**config.mk**
```make
export PLATFORM = sky130hd
export DESIGN_NAME = mode_pin_arbiter
export DESIGN_NICKNAME = d
export VERILOG_FILES = /design/src/rtl/mode_pin_arbiter.sv
export SDC_FILE = /design/constraint.sdc
export NUM_CORES = 1
export LEC_CHECK = 0
export ABC_AREA = 1
export BUFFER_PORTS_ARGS = -buffer_cell sky130_fd_sc_hd__clkbuf_2
export CAP_MARGIN = 15
export CORE_AREA = 3 3 42 58
export DETAILED_ROUTE_END_ITERATION = 8
export DIE_AREA = 0 0 45 61
export GPL_ROUTABILITY_DRIVEN = 0
export PLACE_DENSITY = 0.72
export SLEW_MARGIN = 20
export SYNTH_ARGS = -nofsm -noshare
export SYNTH_HDL_FRONTEND = slang
export SYNTH_SLANG_ARGS = --single-unit
export TNS_END_PERCENT = 20
```
**constraint.sdc**
```tcl
create_clock -name clk -period 3.3 [get_ports clk]
set_input_delay 0.165 -clock clk [delete_from_list [all_inputs] [get_ports clk]]
set_output_delay 0.165 -clock clk [all_outputs]
set_load 0.02 [all_outputs]
```
**src/rtl/mode_pin_arbiter.sv**
```systemverilog
module mode_pin_arbiter #(
  parameter int TIMEOUT_CYC = 26000,
  parameter int NUM_CH      = 2
) (
  input  logic              clk,
  input  logic              rst_n,
  input  logic              pin_level,
  input  logic              frame_active,
  output logic [NUM_CH-1:0] mode_ps,
  output logic              decode_start
);

  localparam int CW = $clog2(TIMEOUT_CYC + 1);
  localparam logic [CW-1:0] LAST = CW'(TIMEOUT_CYC - 1);

  logic          pin_q;
  logic          ps_sel;
  logic [CW-1:0] low_cnt;
  logic          hold_pwm;

  assign hold_pwm     = pin_level | frame_active;
  assign decode_start = pin_q & ~pin_level;

  always_ff @(posedge clk) begin
    if (!rst_n) begin
      pin_q   <= 1'b0;
      ps_sel  <= 1'b1;
      low_cnt <= '0;
    end else begin
      pin_q <= pin_level;
      if (hold_pwm) begin
        ps_sel  <= 1'b0;
        low_cnt <= '0;
      end else if (!ps_sel) begin
        if (low_cnt == LAST) begin
          ps_sel  <= 1'b1;
          low_cnt <= '0;
        end else begin
          low_cnt <= low_cnt + 1'b1;
        end
      end
    end
  end

  for (genvar g = 0; g < NUM_CH; g++) begin : g_ch
    assign mode_ps[g] = ps_sel & ~hold_pwm;
  end

endmodule


```
==> impl_metrics.toml <==
[synth]
yosys.area.top_type = "dfxtp_1"
syn_avg_cell_area_um2 = 6.18
synth.distinct_cells = 18
yosys_warnings = 0
syn-num-nets = 161
netlist_area_um2 = 963
synth_top_area_share = 0.353
synth_edf_count = 0
ys_top_cells_by_area = "dfxtp_1 35%, nand2_1 16%, nor2_1 11%"
synthArstFlopShare = 0
seq_area_frac_synth = 0.353
yosys_most_used_dff = "dfxtp_1"
synthCells = 156
yosys_register_bits = 17

[floorplanning]
core_mm2 = 0.00200
die_w_um = 45
ioPinCount = 7
die_y_um = 61
die_area_mm2 = 0.00275
start_util = 0.482
rows = 19

[setup_path]
cp_data_required_time_ns = 3.13
worstSetupStartpoint = "ps_sel"
r2r-end = "low_cnt[0]"
cp_slowest_cell = "dfxtp_1"
reg2reg_slack_ns = 1.85
start_kind = "flop"
critPathBufInv = 2
arrival_ns = 1.31
cp_cell_sequence = "inv_2 -> nor2_1 -> clkbuf_2"
critPathMaxStageDelay_ns = 0.48
cp.depth = 3
timing.rr.start = "low_cnt[0]"
setup.worst_path.class = "reg -> out"
cp_top_family = "flip-flops"
critPathCaptureType = "primary output"
reg2regPathDepth = 6
critical_path_peak_fanout = 14

[worst_hold_path]
hold_end = "ps_sel"
hp-class = "in -> reg"
hold_depth = 2
min_from = "rst_n"

[run]
drv_cap = 0

[cts]
cts_tree = "built"
postCtsSetupBuffers = 0
clkLatencyLatePin_ns = 0.30
clkTransAtPathRegs_ns = 0.09
cts_buffers = 3
cts-root-buf = "clkbuf_4"
clock-sinks = 17
cts_hold_buf = 0
cts.repair.resized = 0
cts_buffer_depth = 2
cts_max_level = 1

[detailed_routing]
drt-initial-drc-count = 31
final_antenna_net_count = 0
via_per_inst = 5.06
wl_per_cell_um = 11.0
route.vias.total = 937
first_pass_iters = 5
drt-total-wl_um = 2040
drc = 0

[timing]
max_slew.worst_pin.slew_ns = 0.268
finalSetupTns_ns = 0
max_freq_mhz = 677
clock_skew_ns = 0.00252
fin_ws_ns = 1.82
relSlewSlack = 0.821
hold_violations = 0
min_period_ns = 1.48
fin_crit_sh = 0.448
setup_viol = 0
slew_violations = 0
rsz0062_at_grt = "false"

[layout]
area_growth_syn_to_layout_pct = 7.01
nets = 170
final_util = 0.516
layout.cells.most_common = "nand2_1"
antenna_cells = 0
layout_common_cells = "41 x nand2_1, 28 x nor2_1, 23 x inv_1"
drive_above_1_share = 0.134

[placed_design]
dp_hpwl_um = 1640
numPortBuffers = 6
dpl_worst_slack_ns = 1.88

[power]
p_leak_nw = 0.406
ir_worst_vdd_uv = 250
powerDensity_mw_per_mm2 = 331

[global_routing]
track_usage = 0.185
grt_pass1_wl_um = 3590
antenna_found_initial = 0
grt-ovfl-total = 0
grt_max_degree = 15
first_global_vias = 867

[outcome]
status = "finished clean"
==> flip-flops by register name (all words and copies together) (netlist names) <==
name and count:
pin_q 1, low_cnt 15, ps_sel 1
==> cell type report <==
type / instances / area, µm²
inverter: 26 / 97.6
tap: 21 / 26.3
multi-input combinational: 111 / 510
timing repair buffer: 6 / 30.0
fill: 224 / 966
clock buffer: 4 / 26.3
sequential: 17 / 340
==> power by group <==
group	internal [W]	total (W)	switching [W]
clock network	0.0000472	0.000114	0.0000670
registers	0.000207	0.000209	0.00000239
logic	0.00000512	0.0000178	0.0000127
==> synth_stat cells (2+ instances only) <==
cell type,count
buf_4,2
o21ai_0,3
nand2_1,41
nor3_1,3
nand3_1,16
inv_2,3
nor2_1,28
dfxtp_1,17
a21oi_1,4
nor2_2,7
nand4_1,3
inv_1,23
==> through the flow <==
step	hold slack [ns]	power [W]	std cells	area [µm²]
3_3_place_gp	0.351	0.000231	181	1000
5_1_grt	0.0575	0.000353	185	1030
3_5_place_dp	0.368	0.000232	181	1000
4_1_cts	0.0576	0.000342	185	1030
6_report	0.0551	0.000341	185	1030
2_1_floorplan	0.241	0.000227	156	963
==> cell families (layout without fill, tap and decap cells) <==
logic type,after synthesis,after routing,share of synthesized area
and+or+nand+nor,102,102,0.471
AOI/OAI and AO/OA,7,7,0.0364
DFF,17,17,0.353
buffers and inverters,28,36,0.117
adders and majority gates,1,1,0.0130
xor gates and xnor gates,1,1,0.00909
==> metal layers <==
layer  vias to the layer above  global-route usage  wire length (µm)
li1                        493                   -                 -
met1                       420               0.196               842
met2                        18               0.324              1080
met3                         6              0.0356                68
met4                         0               0.121                51
met5                         -                   0                 0
==> worst max path at each step <==
stage	endpoint	slack (ns)
after floorplan	mode_ps[1]	1.94
after global placement	low_cnt[0]	1.96
after detailed placement	low_cnt[0]	1.88
after CTS	mode_ps[0]	1.83
after global routing	low_cnt[0]	1.73
final	mode_ps[0]	1.82
No activity file was read; power rests on OpenSTA's default activity.
